$ cat config.mk
export PLATFORM = sky130hd
export DESIGN_NAME = tblrd_unit
export DESIGN_NICKNAME = d
export VERILOG_FILES = /design/src/rtl/tblrd_pkg.sv /design/src/rtl/tblrd_phase.sv /design/src/rtl/tblrd_ptr.sv /design/src/rtl/tblrd_latch.sv /design/src/rtl/tblrd_unit.sv
export SDC_FILE = /design/constraint.sdc
export NUM_CORES = 1
export LEC_CHECK = 0
export ABC_AREA = 0
export BUFFER_PORTS_ARGS = -buffer_cell sky130_fd_sc_hd__buf_4
export CAP_MARGIN = 20
export CORE_MARGIN = 10
export CORE_UTILIZATION = 50
export DETAILED_ROUTE_END_ITERATION = 8
export PLACE_DENSITY_LB_ADDON = 0.3
export SLEW_MARGIN = 20
export SYNTH_ARGS = -nofsm -noshare
export SYNTH_HDL_FRONTEND = slang
export SYNTH_HIERARCHICAL = 1
export SYNTH_SLANG_ARGS = --single-unit
$ cat constraint.sdc
create_clock -name clk -period 2.65 [get_ports clk]
set_clock_uncertainty 0.1 [all_clocks]
set_input_delay 0.53 -clock clk [delete_from_list [all_inputs] [get_ports clk]]
set_output_delay 0.53 -clock clk [all_outputs]
set_load 0.05 [all_outputs]
$ cat src/rtl/tblrd_pkg.sv
`timescale 1ns/1ps
package tblrd_pkg;
  typedef enum logic [1:0] {
    TR_IDLE  = 2'd0,
    TR_PEND  = 2'd1,
    TR_DREAD = 2'd2
  } tr_state_e;

  localparam int NUM_PHASES = 4;
  localparam int PHASE_W    = $clog2(NUM_PHASES);
endpackage

$ cat src/rtl/tblrd_phase.sv
`timescale 1ns/1ps
module tblrd_phase
  import tblrd_pkg::*;
(
  input  logic               clk,
  input  logic               rst_n,
  output logic [PHASE_W-1:0] q,
  output logic               q1,
  output logic               q4,
  output logic               ale,
  output logic               oe_n,
  output logic               ad_en
);
  localparam logic [PHASE_W-1:0] PH_Q1 = PHASE_W'(0);
  localparam logic [PHASE_W-1:0] PH_Q2 = PHASE_W'(1);
  localparam logic [PHASE_W-1:0] PH_Q3 = PHASE_W'(2);
  localparam logic [PHASE_W-1:0] PH_Q4 = PHASE_W'(NUM_PHASES - 1);

  logic [PHASE_W-1:0] q_nxt;
  assign q_nxt = q + 1'b1;
  assign q1    = (q == PH_Q1);
  assign q4    = (q == PH_Q4);

  // Strobes are registered for the phase being entered.
  always_ff @(posedge clk) begin
    if (!rst_n) begin
      q     <= PH_Q4;
      ale   <= 1'b0;
      oe_n  <= 1'b1;
      ad_en <= 1'b0;
    end else begin
      q     <= q_nxt;
      ale   <= (q_nxt == PH_Q1);
      ad_en <= (q_nxt == PH_Q1) || (q_nxt == PH_Q2);
      oe_n  <= !((q_nxt == PH_Q3) || (q_nxt == PH_Q4));
    end
  end


  bus_no_contention_chk: assert property (@(posedge clk) disable iff (!rst_n)
    !oe_n |-> !ad_en);

  ale_single_clock_chk: assert property (@(posedge clk) disable iff (!rst_n)
    ale |=> !ale);

  oe_after_ale_chk: assert property (@(posedge clk) disable iff (!rst_n)
    $fell(oe_n) |-> $past(ale, 2));
endmodule

$ cat src/rtl/tblrd_ptr.sv
`timescale 1ns/1ps
module tblrd_ptr #(
  parameter int AW = 16
) (
  input  logic            clk,
  input  logic            rst_n,
  input  logic            wr_hi,
  input  logic            wr_lo,
  input  logic [AW/2-1:0] wdata,
  input  logic            wr_block,
  input  logic            inc,
  output logic [AW-1:0]   ptr
);
  localparam int HW = AW / 2;

  logic [AW-1:0] ptr_plus;
  logic [1:0]    wr_sel;

  assign ptr_plus = ptr + 1'b1;
  assign wr_sel   = {wr_hi, wr_lo} & ~{2{wr_block}};

  for (genvar h = 0; h < 2; h++) begin : g_half
    logic [HW-1:0] half_q;
    always_ff @(posedge clk) begin
      if (!rst_n)         half_q <= '0;
      else if (wr_sel[h]) half_q <= wdata;
      else if (inc)       half_q <= ptr_plus[h*HW +: HW];
    end
    assign ptr[h*HW +: HW] = half_q;
  end


  ptr_wrap_chk: assert property (@(posedge clk) disable iff (!rst_n)
    (inc && !wr_hi && !wr_lo && (&ptr)) |=> (ptr == '0));

  ptr_blocked_chk: assert property (@(posedge clk) disable iff (!rst_n)
    (wr_block && !inc) |=> $stable(ptr));
endmodule

$ cat src/rtl/tblrd_latch.sv
`timescale 1ns/1ps
module tblrd_latch #(
  parameter int WW = 16
) (
  input  logic            clk,
  input  logic            rst_n,
  input  logic            load,
  input  logic [WW-1:0]   din,
  input  logic            sel_hi,
  output logic [WW/2-1:0] byte_out
);
  localparam int BW = WW / 2;

  logic [WW-1:0] word_q;

  always_ff @(posedge clk) begin
    if (!rst_n)    word_q <= '0;
    else if (load) word_q <= din;
  end

  assign byte_out = sel_hi ? word_q[WW-1:BW] : word_q[BW-1:0];
endmodule

$ cat src/rtl/tblrd_unit.sv
`timescale 1ns/1ps
module tblrd_unit
  import tblrd_pkg::*;
#(
  parameter int ADDR_W = 16,
  parameter int WORD_W = 16
) (
  input  logic                clk,
  input  logic                rst_n,
  input  logic                op_valid,
  output logic                op_ready,
  input  logic                op_full,
  input  logic                op_hi,
  input  logic                op_inc,
  output logic                res_valid,
  output logic [WORD_W/2-1:0] res_data,
  input  logic                ptr_wr_hi,
  input  logic                ptr_wr_lo,
  input  logic [ADDR_W/2-1:0] ptr_wdata,
  input  logic [ADDR_W-1:0]   pc_in,
  output logic                stall,
  output logic [ADDR_W-1:0]   ad_out,
  output logic                ad_en,
  input  logic [WORD_W-1:0]   ad_in,
  output logic                ale,
  output logic                oe_n,
  output logic                wr_n
);
  localparam int BYTE_W = WORD_W / 2;

  tr_state_e          state;
  logic               inc_pend;
  logic [PHASE_W-1:0] q;
  logic               q1, q4;
  logic               fire;
  logic               refill;
  logic [ADDR_W-1:0]  ptr;
  logic [BYTE_W-1:0]  sel_byte;

  tblrd_phase u_phase (
    .clk(clk), .rst_n(rst_n), .q(q), .q1(q1), .q4(q4),
    .ale(ale), .oe_n(oe_n), .ad_en(ad_en)
  );

  assign op_ready = q1 && (state == TR_IDLE);
  assign fire     = op_valid && op_ready;
  assign stall    = (state == TR_DREAD);
  assign refill   = stall && q4;
  assign ad_out   = stall ? ptr : pc_in;
  assign wr_n     = 1'b1;

  always_ff @(posedge clk) begin
    if (!rst_n) begin
      state    <= TR_IDLE;
      inc_pend <= 1'b0;
    end else begin
      unique case (state)
        TR_IDLE:  if (fire && op_full) begin
                    state    <= TR_PEND;
                    inc_pend <= op_inc;
                  end
        TR_PEND:  if (q4) state <= TR_DREAD;
        TR_DREAD: if (q4) state <= TR_IDLE;
        default:  state <= TR_IDLE;
      endcase
    end
  end

  tblrd_ptr #(.AW(ADDR_W)) u_ptr (
    .clk(clk), .rst_n(rst_n), .wr_hi(ptr_wr_hi), .wr_lo(ptr_wr_lo),
    .wdata(ptr_wdata), .wr_block(stall), .inc(refill && inc_pend), .ptr(ptr)
  );

  tblrd_latch #(.WW(WORD_W)) u_latch (
    .clk(clk), .rst_n(rst_n), .load(refill), .din(ad_in),
    .sel_hi(op_hi), .byte_out(sel_byte)
  );

  // Byte is captured at acceptance, before the refill that follows.
  always_ff @(posedge clk) begin
    if (!rst_n) begin
      res_valid <= 1'b0;
      res_data  <= '0;
    end else begin
      res_valid <= fire;
      if (fire) res_data <= sel_byte;
    end
  end


  ready_only_q1_chk: assert property (@(posedge clk) disable iff (!rst_n)
    op_ready |-> (ale && !stall));

  result_follows_accept_chk: assert property (@(posedge clk) disable iff (!rst_n)
    (op_valid && op_ready) |=> res_valid);

  latch_only_no_stall_chk: assert property (@(posedge clk) disable iff (!rst_n)
    (op_valid && op_ready && !op_full) |-> ##4 !stall);

  full_read_stalls_chk: assert property (@(posedge clk) disable iff (!rst_n)
    (op_valid && op_ready && op_full) |-> ##4 stall);

  stall_four_clocks_chk: assert property (@(posedge clk) disable iff (!rst_n)
    $fell(stall) |-> ($past(stall, 4) && !$past(stall, 5)));

  stall_starts_q1_chk: assert property (@(posedge clk) disable iff (!rst_n)
    $rose(stall) |-> ale);

  no_result_in_dread_chk: assert property (@(posedge clk) disable iff (!rst_n)
    res_valid |-> !stall);
endmodule

==> flow_summary.rst <==
.. list-table::
   :header-rows: 1

   * - Metric
     - Value
   * - Post-route fraction of the period consumed by the critical path
     - between 70% and 80%
   * - Vias after detailed routing
     - 2107
   * - Post-DR wirelength/cell
     - 14.71 um
   * - Basic-gate share of the synthesized area counting and, or, nand and nor cells
     - 25.90%
   * - Ranking of synthesized cells by area
     - sky130_fd_sc_hd__dfxtp_1 40%, sky130_fd_sc_hd__mux2i_1 11%, sky130_fd_sc_hd__nand2_1 8.8%
   * - Share of the yosys chip area belonging to registers
     - 40.21%
   * - Compound-Gate Fraction of Synth Area
     - 7.538%
   * - Number of hold buffers added after cts
     - 0
   * - Layout Cell Area excl Fill
     - 3119 sq um
   * - Dominant combinational cell family by area after synthesis
     - simple AND/OR/NAND/NOR gates
   * - Clock-pin transition on the worst setup and hold timing paths
     - 0.09 ns
   * - Maximum clock frequency
     - 477.9 MHz
   * - Combined global-route utilization of all metal layers
     - about 15%
   * - Synthesized Nets
     - ~330
   * - Detailed-placement wirelength estimate
     - 4541 um
   * - Proportion of synthesized area in mux cells
     - 14.36%
   * - Pwr dens
     - 513.8 nW/um^2
   * - Worst slew margin relative to its limit
     - 62.92%
   * - Chip Width
     - 89.86 um
   * - Routability congestion estimate
     - about 0.9
   * - Number of clock sinks seen by CTS
     - 49
   * - Fill cells
     - 423
   * - Initial core utilization
     - between 50% and 60%
   * - Run status
     - completed
   * - Area taken by multi-input logic gates
     - 1315 sq um
   * - Count of final setup violators
     - 0
   * - Vias per cell
     - slightly above 5
   * - FF+latch area
     - about 980 sq um
   * - Instance area after placement
     - 3007 sq um
   * - Maximum cell stage delay along the critical path
     - 0.35 ns
   * - Die Height
     - 89.86 um
   * - Number of global-route vias before repair
     - 2119
   * - WP data arrival
     - 1.46 ns
   * - Aggregate negative setup slack
     - 0 ns
   * - Post-synth top area share
     - 40.21%
   * - Final hold violation count
     - 0
   * - EDFF count, synth
     - 0
   * - Maximum number of pins on one net before global-route repair
     - 47
   * - Synth Instances
     - 275
   * - Cells along the critical path
     - nand2b_1, inv_2, buf_4, nand2_1, nand2_1, buf_4
   * - Clk Latency, worst-skew pair
     - around 0.3 ns
   * - CTS H-tree depth
     - 2
   * - Post-detailed-route count of antenna-violating nets
     - 0
   * - Initial antenna violation count
     - 0
   * - Overall overflow remaining after global route
     - 0
   * - Maximum buffer depth of the clock tree
     - 2
   * - Critical path class
     - flop to output port
   * - RSZ-0062 raised after global routing
     - false
   * - Final wirelength
     - 6089 um
   * - Count of antenna diodes in the layout
     - 0
   * - Placeable core area
     - about 4700 sq um
   * - Iteration-0 DRC Markers
     - around 120
   * - Post-placement cell count
     - 406
   * - Transition at the pin with the smallest max-transition slack
     - 0.5562 ns
   * - Number of buffers added on ports
     - 77
   * - Final routed DRC violation total
     - 0
   * - Setup fix buffers added after clock tree synthesis
     - 0
   * - Cell with the largest stage delay on the worst path
     - sky130_fd_sc_hd__dfxtp_1
   * - CTS tree
     - yes
   * - Netlist cell types
     - 42
   * - Synth warn
     - 6
   * - Number of rows in the core area
     - 25
   * - Post-Synthesis Mean Instance Area
     - 8.872 sq um
   * - Nets
     - around 400
   * - Crit path required time
     - 2.02 ns
   * - Floorplan die area
     - ~8100 sq um
   * - Number of max-slew violations in the final report
     - 0
   * - Worst Setup End Kind
     - output port
   * - Most common library cells after synthesis
     - 57 x sky130_fd_sc_hd__nand2_1, 49 x sky130_fd_sc_hd__dfxtp_1, 26 x sky130_fd_sc_hd__mux2i_1
   * - Classification of the worst-slack hold path
     - flop to flop
   * - Flip-flop cell with the highest count after synthesis
     - sky130_fd_sc_hd__dfxtp_1
   * - Most frequent cell after synthesis
     - sky130_fd_sc_hd__nand2_1
   * - Post-layout minimum cycle time
     - 2.093 ns
   * - # resized after CTS
     - 0
   * - First-pass iteration count of the detailed router
     - 4
   * - Critical-path maximum fanout
     - 19
   * - Ys async rst share
     - 0%
   * - Count of placed standard cells in the final layout, fillers left out
     - 414
   * - Fraction of final layout cells with drive strength greater than 1
     - 30.26%
   * - Type of element launching the critical path
     - flop
   * - Synthesized flop and latch total
     - 49
   * - Worst IR drop on VDD
     - 0.3689 mV
   * - Summed instance area of the synthesized netlist
     - 2440 sq um
   * - Post-synthesis share of cell area spent on full adders, half adders and majority gates
     - 1.538%
   * - Maximum capacitance violations
     - 0
   * - Ports
     - between 70 and 80
   * - Leakage dissipation
     - 1.326 nW
   * - Number of CTS-inserted buffers
     - 5
   * - Area growth from synthesis to layout
     - 27.85%
   * - Wire length of the first global-routing pass
     - 10080 um
   * - Power after layout
     - 1.603 mW
   * - Xor and xnor area share after synthesis
     - 4.308%
   * - Largest area contributor in the synthesized netlist
     - sky130_fd_sc_hd__dfxtp_1
   * - Clock Root Buffer
     - sky130_fd_sc_hd__clkbuf_8
critical path: cells and delay by family, from the launching register on:
kind / cells / cell delay, ns
simple gates: 3 / 0.35
buf+inv: 3 / 0.46
flops: 1 / 0.35
routing by layer:
metal,GRT usage [%],share of wire [%]
met3,4.239,6.9
met1,18.55,46
met5,0,0
met4,4.111,0.79
met2,23.97,47
through the flow:
| stage | hold slack (ns) | util (%) | setup slack, ns |
|---|---|---|---|
| 2_1_floorplan | 0.2753 | - | 0.3768 |
| 3_3_place_gp | 0.2839 | 63.66 | 0.7516 |
| 3_5_place_dp | 0.2905 | 63.66 | 0.6866 |
| 4_1_cts | 0.3146 | 66.04 | 0.5377 |
| 5_1_grt | 0.3291 | 66.04 | 0.4550 |
| 6_report | 0.3163 | 66.04 | 0.5574 |
power breakdown:
group | leakage, nW | internal [mW] | switching, mW
Sequential | 0.400 | 0.764 | 0.0289
Combinational | 0.867 | 0.114 | 0.154
Clock | 0.0585 | 0.283 | 0.259
Total | 1.33 | 1.16 | 0.442
placed cells by master (no fill, tap or decap), drive strengths merged, types with 2 or more instances in the layout:
cell | netlist | routed
inv | 7 | 8
mux2i | 26 | 26
mux2 | 8 | 8
buf | 10 | 80
a21oi | 8 | 8
nand2b | 4 | 4
o21ai | 13 | 13
a211oi | 5 | 5
and2 | 4 | 4
nand3 | 2 | 2
clkbuf | 6 | 5
nor2 | 7 | 7
or3 | 2 | 2
xor2 | 8 | 8
nand2 | 58 | 58
ha | 3 | 3
a31oi | 3 | 3
and3 | 3 | 3
nor2b | 25 | 25
dfxtp | 49 | 49
xnor2 | 4 | 4
and4 | 3 | 3
nand4 | 8 | 8
cell families after synthesis:
kind of cell,after synthesis
simple gates,121
flops,49
mux,34
compound gates,32
buf+inv,23
xor+xnor,12
fa+ha+maj,3
other cells,1
worst paths after layout:
kind / to / from / depth (start not counted) / slack (ns)
setup / recovery: ad_out[7] / state[0] / 6 / 0.56
hold / removal: u_phase/q[0] / u_phase/q[0] / 1 / 0.32
setup reg to reg: u_ptr/g_half[1].half_q[5] / u_phase/q[0] / 6 / 0.66
hold reg to reg: u_phase/q[0] / u_phase/q[0] / 1 / 0.32
area by class of cell:
cell class,count,share of cell area [%]
Inverter,7,0.8424
Multi-Input combinational cell,203,42.16
Timing Repair Buffer,80,19.25
Sequential cell,49,31.45
Clock inverter,3,1.404
Clock buffer,5,2.206
Tap cell,67,2.688
flip-flops by register name (all words and copies together) (netlist names):
name and flops:
res_data 8, inc_pend 1, u_latch/word_q 16, state 2, u_phase/oe_n 1, u_phase/ale 1, u_phase/q 2, u_phase/ad_en 1
res_valid 1, u_ptr/g_half.half_q 16
No activity file was read; power rests on OpenSTA's default activity.
